<file path="config.mk">
export PLATFORM = sky130hd
export DESIGN_NAME = sdram_boot_refresh
export DESIGN_NICKNAME = d
export VERILOG_FILES = /design/src/rtl/sdram_seq_pkg.sv /design/src/rtl/sdram_refi_timer.sv /design/src/rtl/sdram_ref_backlog.sv /design/src/rtl/sdram_boot_refresh.sv
export SDC_FILE = /design/constraint.sdc
export NUM_CORES = 1
export LEC_CHECK = 0
export BUFFER_PORTS_ARGS = -buffer_cell sky130_fd_sc_hd__buf_2
export CAP_MARGIN = 10
export CORE_AREA = 2 2 64 66
export DETAILED_ROUTE_END_ITERATION = 12
export DIE_AREA = 0 0 66 68
export PLACE_DENSITY = 0.78
export SYNTH_ARGS = -nofsm -noshare
export SYNTH_HDL_FRONTEND = slang
export SYNTH_SLANG_ARGS = --single-unit
</file>
<file path="constraint.sdc">
create_clock -name clk -period 4.4 [get_ports clk]
set_input_delay 0.66 -clock clk [delete_from_list [all_inputs] [get_ports clk]]
set_output_delay 0.66 -clock clk [all_outputs]
set_load 0.02 [all_outputs]
</file>
<file path="src/rtl/sdram_seq_pkg.sv">
package sdram_seq_pkg;

    // {cs_n, ras_n, cas_n, we_n}
    typedef enum logic [3:0] {
        CMD_MRS = 4'b0000,
        CMD_REF = 4'b0001,
        CMD_PRE = 4'b0010,
        CMD_NOP = 4'b0111
    } sdr_cmd_e;

    // Each state names the command issued when its wait counter is zero.
    typedef enum logic [2:0] {
        ST_POWERUP,
        ST_AREF,
        ST_MODE,
        ST_EXTMODE,
        ST_LOCK,
        ST_RUN
    } seq_st_e;

    function automatic int ceil_div(input int num, input int den);
        return (num + den - 1) / den;
    endfunction

endpackage

</file>
<file path="src/rtl/sdram_refi_timer.sv">
module sdram_refi_timer #(
    parameter int REFI_CYC = 1041
) (
    input  logic clk,
    input  logic rst_n,
    input  logic en_i,
    output logic tick_o
);
    localparam int CW = (REFI_CYC > 2) ? $clog2(REFI_CYC) : 1;
    localparam logic [CW-1:0] RELOAD = CW'(REFI_CYC - 1);

    typedef struct packed {
        logic [CW-1:0] cnt;
    } tmr_t;

    tmr_t s_q, s_d;

    always_comb begin
        s_d = s_q;
        if (!en_i) begin
            s_d.cnt = RELOAD;
        end else if (s_q.cnt == '0) begin
            s_d.cnt = RELOAD;
        end else begin
            s_d.cnt = s_q.cnt - 1'b1;
        end
    end

    assign tick_o = en_i && (s_q.cnt == '0);

    always_ff @(posedge clk) begin
        if (!rst_n) begin
            s_q.cnt <= RELOAD;
        end else begin
            s_q <= s_d;
        end
    end
endmodule

</file>
<file path="src/rtl/sdram_ref_backlog.sv">
module sdram_ref_backlog #(
    parameter int MAX_PEND = 8,
    localparam int PW      = $clog2(MAX_PEND + 1)
) (
    input  logic          clk,
    input  logic          rst_n,
    input  logic          tick_i,
    input  logic          take_i,
    output logic [PW-1:0] pend_o,
    output logic          any_o
);
    localparam logic [PW-1:0] LIMIT = PW'(MAX_PEND);

    typedef struct packed {
        logic [PW-1:0] pend;
    } blg_t;

    blg_t s_q, s_d;

    always_comb begin
        s_d = s_q;
        unique case ({tick_i, take_i})
            2'b10: if (s_q.pend != LIMIT) s_d.pend = s_q.pend + 1'b1;
            2'b01: if (s_q.pend != '0)    s_d.pend = s_q.pend - 1'b1;
            default: s_d.pend = s_q.pend;
        endcase
    end

    assign pend_o = s_q.pend;
    assign any_o  = (s_q.pend != '0);

    always_ff @(posedge clk) begin
        if (!rst_n) begin
            s_q.pend <= '0;
        end else begin
            s_q <= s_d;
        end
    end
endmodule

</file>
<file path="src/rtl/sdram_boot_refresh.sv">
module sdram_boot_refresh
    import sdram_seq_pkg::*;
#(
    parameter int CLK_PS     = 7500,
    parameter int STARTUP_PS = 200_000_000,
    parameter int TRP_PS     = 18_000,
    parameter int TRC_PS     = 67_500,
    parameter int REFI_PS    = 7_812_500,
    parameter int INIT_REFS  = 2,
    parameter int MRD_CYC    = 2,
    parameter int MAX_PEND   = 8,
    parameter int ADDR_W     = 13,
    parameter int BANK_W     = 2,
    parameter logic [ADDR_W-1:0] MODE_WORD = 'h032,
    parameter logic [ADDR_W-1:0] EXT_WORD  = 'h000
) (
    input  logic              clk,
    input  logic              rst_n,
    input  logic              ref_gnt_i,
    output logic [3:0]        cmd_o,
    output logic [ADDR_W-1:0] addr_o,
    output logic [BANK_W-1:0] bank_o,
    output logic              ready_o,
    output logic              ref_req_o
);
    localparam int STARTUP_CYC = ceil_div(STARTUP_PS, CLK_PS);
    localparam int TRP_CYC     = ceil_div(TRP_PS, CLK_PS);
    localparam int TRC_CYC     = ceil_div(TRC_PS, CLK_PS);
    localparam int REFI_CYC    = REFI_PS / CLK_PS;
    localparam int WAIT_W      = $clog2(STARTUP_CYC + TRC_CYC + MRD_CYC + 1);
    localparam int REFS_W      = $clog2(INIT_REFS + 1);
    localparam int PEND_W      = $clog2(MAX_PEND + 1);
    localparam int AP_BIT      = 10;
    localparam logic [BANK_W-1:0] EXT_BANK = BANK_W'(2);

    typedef struct packed {
        seq_st_e            st;
        logic [WAIT_W-1:0]  wait_cnt;
        logic [REFS_W-1:0]  refs;
        sdr_cmd_e           cmd;
        logic [ADDR_W-1:0]  addr;
        logic [BANK_W-1:0]  bank;
        logic               ready;
    } seq_t;

    seq_t s_q, s_d;

    logic              tick;
    logic              take;
    logic              owed;
    logic [PEND_W-1:0] pend;
    logic [WAIT_W-1:0] wait_dn;

    sdram_refi_timer #(.REFI_CYC(REFI_CYC)) u_timer (
        .clk    (clk),
        .rst_n  (rst_n),
        .en_i   (s_q.ready),
        .tick_o (tick)
    );

    sdram_ref_backlog #(.MAX_PEND(MAX_PEND)) u_backlog (
        .clk    (clk),
        .rst_n  (rst_n),
        .tick_i (tick),
        .take_i (take),
        .pend_o (pend),
        .any_o  (owed)
    );

    assign wait_dn   = s_q.wait_cnt - 1'b1;
    assign ref_req_o = s_q.ready && owed && (s_q.wait_cnt == '0);

    always_comb begin
        s_d      = s_q;
        s_d.cmd  = CMD_NOP;
        s_d.addr = '0;
        s_d.bank = '0;
        take     = 1'b0;
        if (s_q.wait_cnt != '0) begin
            s_d.wait_cnt = wait_dn;
        end else begin
            unique case (s_q.st)
                ST_POWERUP: begin
                    s_d.cmd          = CMD_PRE;
                    s_d.addr[AP_BIT] = 1'b1;
                    s_d.wait_cnt     = WAIT_W'(TRP_CYC - 1);
                    s_d.st           = ST_AREF;
                end
                ST_AREF: begin
                    s_d.cmd      = CMD_REF;
                    s_d.wait_cnt = WAIT_W'(TRC_CYC - 1);
                    if (s_q.refs == REFS_W'(INIT_REFS - 1)) begin
                        s_d.refs = '0;
                        s_d.st   = ST_MODE;
                    end else begin
                        s_d.refs = s_q.refs + 1'b1;
                    end
                end
                ST_MODE: begin
                    s_d.cmd      = CMD_MRS;
                    s_d.addr     = MODE_WORD;
                    s_d.wait_cnt = WAIT_W'(MRD_CYC - 1);
                    s_d.st       = ST_EXTMODE;
                end
                ST_EXTMODE: begin
                    s_d.cmd      = CMD_MRS;
                    s_d.addr     = EXT_WORD;
                    s_d.bank     = EXT_BANK;
                    s_d.wait_cnt = WAIT_W'(MRD_CYC - 1);
                    s_d.st       = ST_LOCK;
                end
                ST_LOCK: begin
                    s_d.ready = 1'b1;
                    s_d.st    = ST_RUN;
                end
                ST_RUN: begin
                    if (owed && ref_gnt_i) begin
                        s_d.cmd      = CMD_REF;
                        s_d.wait_cnt = WAIT_W'(TRC_CYC - 1);
                        take         = 1'b1;
                    end
                end
                default: s_d.st = ST_POWERUP;
            endcase
        end
    end

    always_ff @(posedge clk) begin
        if (!rst_n) begin
            s_q.st       <= ST_POWERUP;
            s_q.wait_cnt <= WAIT_W'(STARTUP_CYC - 1);
            s_q.refs     <= '0;
            s_q.cmd      <= CMD_NOP;
            s_q.addr     <= '0;
            s_q.bank     <= '0;
            s_q.ready    <= 1'b0;
        end else begin
            s_q <= s_d;
        end
    end

    assign cmd_o   = s_q.cmd;
    assign addr_o  = s_q.addr;
    assign bank_o  = s_q.bank;
    assign ready_o = s_q.ready;

    logic unused_pend;
    assign unused_pend = ^pend;
endmodule

</file>
* Yosys cells after proc, flatten, opt, wreduce, memory -nomap -nowiden
Cells that the tools add are included.
Word-level totals: bits of input ports 3, register bits 55, memories 0, output and inout bits 21, latch bits 0, memory bits (writable) 0, word-level logic and storage cells 68, bits in read-only memories 0
Cells by class: add/sub/neg operators 5, div/mod/pow operators 0, bitwise logic cells 4, eq/ne operators 13, magnitude comparators 0, reduce and logical (&&, ||, !) cells 19, shifts and indexed selects 0, multipliers 0, muxes and demuxes 17
Operators with widths (count):
- 15-bit case mux with 4 select lines | 1
- 15-bit two-way mux | 2
- 3-bit case mux with 6 select lines | 1
- 15-bit logical NOT | 1
- 15-bit nonzero test | 1
- 15-bit by 1-bit subtractor with 15-bit output (second input constant) | 1
- 3-bit case mux with 4 select lines | 1
- 11-bit logical NOT | 1
- 11-bit by 1-bit subtractor with 11-bit output (second input constant) | 1
- 4-bit two-way mux | 2
- 4-bit case mux with 2 select lines | 1
- 3-bit by 2-bit == test with 1-bit output (second input constant) | 2
- 3-bit == test (second input constant) | 2
- 3-bit two-way mux | 2
- 6-bit two-way mux | 1
- 2-bit AND reduction | 3
- 3-bit AND reduction | 2
- 5-bit nonzero test | 1
- 4-bit by 1-bit adder with 4-bit output (second input constant) | 1
- 2-bit by 1-bit == test with 1-bit output (second input constant) | 2
- 1-bit logical AND | 4
- 1-bit two-way mux | 4
- 2-bit two-way mux | 2
- 2-bit != test (second input constant) | 2
- 13 further kinds | 17

* Logic depth before layout (Yosys ltp)
depth after elaboration 8, depth in mapped cells 11, gate-level depth less buffers 11

* Cells and area by module
Synthesis repeated with hierarchy kept, for this count alone.
Unflattened totals: cells, all modules 256, area total of the unflattened synthesis 2247.2 µm²
Modules (own cells, without submodules):
- sdram_boot_refresh | times used 1, cells each 166, sequential area each 540.5 µm², area each 1407.6 µm²
- sdram_refi_timer | times used 1, cells each 57, sequential area each 220.2 µm², area each 536.8 µm²
- sdram_ref_backlog | times used 1, cells each 33, sequential area each 80.1 µm², area each 302.8 µm²

* Worst setup path before layout
OpenSTA, ideal clock, no wires.
kind register to output, from register s_q[22] (netlist bit), to output ref_req_o, cell stages (with the launch flop) 7, required time 3740 ps, path buffers 1, arrival 1850 ps, path slack 1890 ps, path through dfxtp_1 -> inv_1 -> ha_1 -> or3b_1 -> nor4_1 -> buf_2 -> and3_1
On the way: word-level cells in the longest chain between the ends 2
Ends and longest elaborated chain:
- from (decl) | line sdram_boot_refresh.sv:46 | seq_t s_q, s_d;
- 15-bit logical NOT | line sdram_boot_refresh.sv:71 | assign ref_req_o = s_q.ready && owed && (s_q.wait_cnt == '0);
- 1-bit logical AND | line sdram_boot_refresh.sv:71
- to (decl) | line sdram_boot_refresh.sv:24 | output logic ref_req_o
No other way between the ends.

* Worst setup path in the final report
Same ends and word-level chain as after synthesis.

==> impl_metrics.toml <==
[setup_path]
timing.critical_path.from_type = "flop"
critPathMaxFanout = 11
cp_cell_sequence = "inv_1 > ha_1 > or3b_1 > nor4_1 > buf_4 > and3_1 > buf_2"
worstPathRequired_ns = 3.74
worst_r2r_startpoint = "s_q[22]"
cp_slowest_stage_delay_ns = 0.46
cp_top_family = "simple AND/OR/NAND/NOR gates"
worstPathArrival_ns = 2.22
crit_start = "s_q[22]"
worstSetupEndpointType = "output port"
critical_path_buf_inv_count = 3
worstSetupPathType = "reg -> out"
worst-r2r-setup-slack_ns = 1.74
worst_path_max_delay_cell = "sky130_fd_sc_hd__or3b_1"

[global_route]
grt_usage = 0.191
grt_antenna_before_repair = 0
wire_length_of_the_first_global_routing_pass_mm = 6.56
grt_remaining_overflow = 0
first_global_vias = 1524
grt_max_degree = 24

[place]
globalplace.congestion = 0.873
portBuffers = 12
detailed_placement_hpwl_mm = 2.80
post-place-ws_ns = 1.78

[min_path]
min-delay-start = "ready_o"
holdCritPathClass = "reg -> reg"

[synth]
avg_inst_size_synth_sq_um = 8.59
synth_largest_area_cell = "sky130_fd_sc_hd__dfxtp_1"
netlist_area_sq_um = 2120
postSynth.asyncResetShare = 0
synth-warning-count = 0
portion_of_synthesized_cell_area_occupied_by_the_leading_cell_type = 0.396
synth_top_flop_cell = "sky130_fd_sc_hd__dfxtp_1"
ys_top_cells_by_area = "sky130_fd_sc_hd__dfxtp_1 (40%), sky130_fd_sc_hd__buf_4 (6.7%), sky130_fd_sc_hd__nor2_1 (4.8%)"
ys_seq_elements = 42
portion_of_the_post_synthesis_area_used_by_sequential_elements = 0.396
synth-edff-count = 0
synthCells = 247
post_synth_num_cell_types = 44

[cts]
cts.sinks = 42
cts_htree_levels = 2
clkTransAtPathRegs_ns = 0.08
cts-root-to-sink-buffers = 2
cts_tree = "built"
cts_buffers = 5
post_cts_resize_count = 0
clk_latency_ns = 0.29
clockRootBuffer = "sky130_fd_sc_hd__clkbuf_8"
cts_post_setup_buffers_inserted = 0
cts-hold-fix-buffers = 0

[power]
irDropWorstVdd_mv = 0.150
p_sw_frac = 0.230
p_comb_frac = 0.046
power_switching_w = 0.000156
power_density_nw_per_um2 = 306
leak_nw = 0.907
internal_cell_power_w = 0.000521
power.clock.fraction = 0.376
pwr-share-seq = 0.578

[floorplan]
die_width_um = 66
start_util = 0.550
io_pins = 24
floorplan.die_area_sq_um = 4490
std_cell_rows = 23
core_area_sq_um = 3860
die_h_um = 68

[route]
ant_nets = 0
detailroute.wirelength.met2_mm = 1.87
iteration_0_drc_markers = 157
top_layer_used = "met4"
drc = 0
route.detailed.wl_per_inst_um = 13.0
routed_wirelength_mm = 3.92
routed-wl-met3_um = 184
vias_per_cell = 5.62
overall_via_count_from_detail_route = 1692
detailedRoute.firstPassIterationCount = 4
met1Wirelength_mm = 1.83

[layout]
layout.nets = 257
post-route-util = 0.573
fill_cells = 366
drive_above_1_share = 0.116
area_growth_syn_to_layout_pct = 4.13
antenna_cells = 0

[sta]
final-hold-violation-count = 0
post-route-min-period_ns = 2.88
setup_violations = 0
final_cycle_share = 0.655
slew_violations = 0
transition_at_the_pin_with_the_smallest_max_transition_slack_ns = 0.631
skew_ns = 0.00591
max_slew_margin = 0.577
setup_slack_ns = 1.52
final_setup_tns_ns = 0
achievable-frequency_mhz = 347
rsz0062_at_grt = "no"

[flow_run]
max_cap_violations = 0

[status]
run_status = "finished, final reports clean"
## per-stage QoR
| step | cells | hold WS, ns | area (sq um) | total power, W |
|---|---|---|---|---|
| global route | 301 | 0.509 | 2210 | 0.000706 |
| detailed placement | 293 | 0.455 | 2110 | 0.000430 |
| finish | 301 | 0.484 | 2210 | 0.000677 |
| floorplan | 257 | 0.443 | 2160 | 0.000432 |
| CTS | 301 | 0.482 | 2210 | 0.000684 |
| global placement | 293 | 0.459 | 2110 | 0.000429 |
## cells in the mapped netlist (3+ instances only)
library cell and count:
sky130_fd_sc_hd__nand2_1 20, sky130_fd_sc_hd__nor3_1 8, sky130_fd_sc_hd__nor4_1 7, sky130_fd_sc_hd__nand4_1 4, sky130_fd_sc_hd__nand3_1 5, sky130_fd_sc_hd__mux2i_1 6
sky130_fd_sc_hd__a211oi_1 4, sky130_fd_sc_hd__nor2_1 27, sky130_fd_sc_hd__inv_1 7, sky130_fd_sc_hd__ha_1 4, sky130_fd_sc_hd__dfxtp_1 42, sky130_fd_sc_hd__o31ai_1 4
sky130_fd_sc_hd__a21oi_1 13, sky130_fd_sc_hd__and2_1 3, sky130_fd_sc_hd__clkbuf_1 6, sky130_fd_sc_hd__nand2b_1 6, sky130_fd_sc_hd__or4_1 6, sky130_fd_sc_hd__buf_4 19
sky130_fd_sc_hd__xnor2_1 8, sky130_fd_sc_hd__xor2_1 4, sky130_fd_sc_hd__and3_1 6, sky130_fd_sc_hd__o21ai_0 3, sky130_fd_sc_hd__or3_1 7
## cell usage in the layout (no fill, tap or decap), types with 5 or more instances in the layout
cell / count
sky130_fd_sc_hd__a21oi_1: 13
sky130_fd_sc_hd__and3_1: 6
sky130_fd_sc_hd__buf_2: 12
sky130_fd_sc_hd__clkbuf_8: 6
sky130_fd_sc_hd__conb_1: 11
sky130_fd_sc_hd__dfxtp_1: 42
sky130_fd_sc_hd__inv_1: 7
sky130_fd_sc_hd__mux2i_1: 6
sky130_fd_sc_hd__nand2_1: 20
sky130_fd_sc_hd__nand2b_1: 6
sky130_fd_sc_hd__nand3_1: 5
sky130_fd_sc_hd__nor2_1: 27
sky130_fd_sc_hd__nor3_1: 8
sky130_fd_sc_hd__nor4_1: 7
sky130_fd_sc_hd__or3_1: 7
sky130_fd_sc_hd__or4_1: 6
sky130_fd_sc_hd__xnor2_1: 8
## registers in the layout, indices dropped and copies added (netlist names)
| name | flops |
|---|---|
| addr_o | 2 |
| bank_o | 1 |
| cmd_o | 3 |
| ready_o | 1 |
| s_q | 20 |
| u_backlog.pend_o | 4 |
| u_timer.s_q | 11 |
## final timing paths
check,to,cells past startpoint
hold / removal,u_timer.s_q[4],1
setup / recovery,ref_req_o,7
hold reg to reg,u_timer.s_q[4],1
setup reg to reg,u_backlog.pend_o[2],11
## cells by family after synthesis
kind of cell	count (synthesis)	share of synthesized area
and+or+nand+nor	110	0.286
DFF	42	0.396
AOI/OAI and AO/OA	36	0.109
buffers and inverters	34	0.0950
xor gates and xnor gates	12	0.0496
muxes	8	0.0389
adders and majority gates	4	0.0236
other	1	0.00177
## layout make-up
type                    count  area [sq um]  area share
well taps                  50          62.6      0.0283
clock inverters             2          12.5     0.00567
clock buffers               6          82.6      0.0374
inverters                   7          26.3      0.0119
repair buffers             13          67.6      0.0306
multi-input cells         181          1120       0.505
flip-flops and latches     42           841       0.381
## power by group through the flow
stage / Clock (W) / Sequential (W) / Combinational, W
final: 0.000255 / 0.000391 / 0.0000308
after global routing: 0.000279 / 0.000393 / 0.0000342
after CTS: 0.000262 / 0.000391 / 0.0000307
after detailed placement: 0 / 0.000400 / 0.0000303
after global placement: 0 / 0.000399 / 0.0000302
after floorplan: 0 / 0.000398 / 0.0000336
## per-layer routing
layer,vias up,global-route usage
met1,796,0.226
met2,36,0.319
li1,854,-
met4,0,0.0893
met5,-,0
met3,6,0.0576
(Power assumes the default switching activity.)
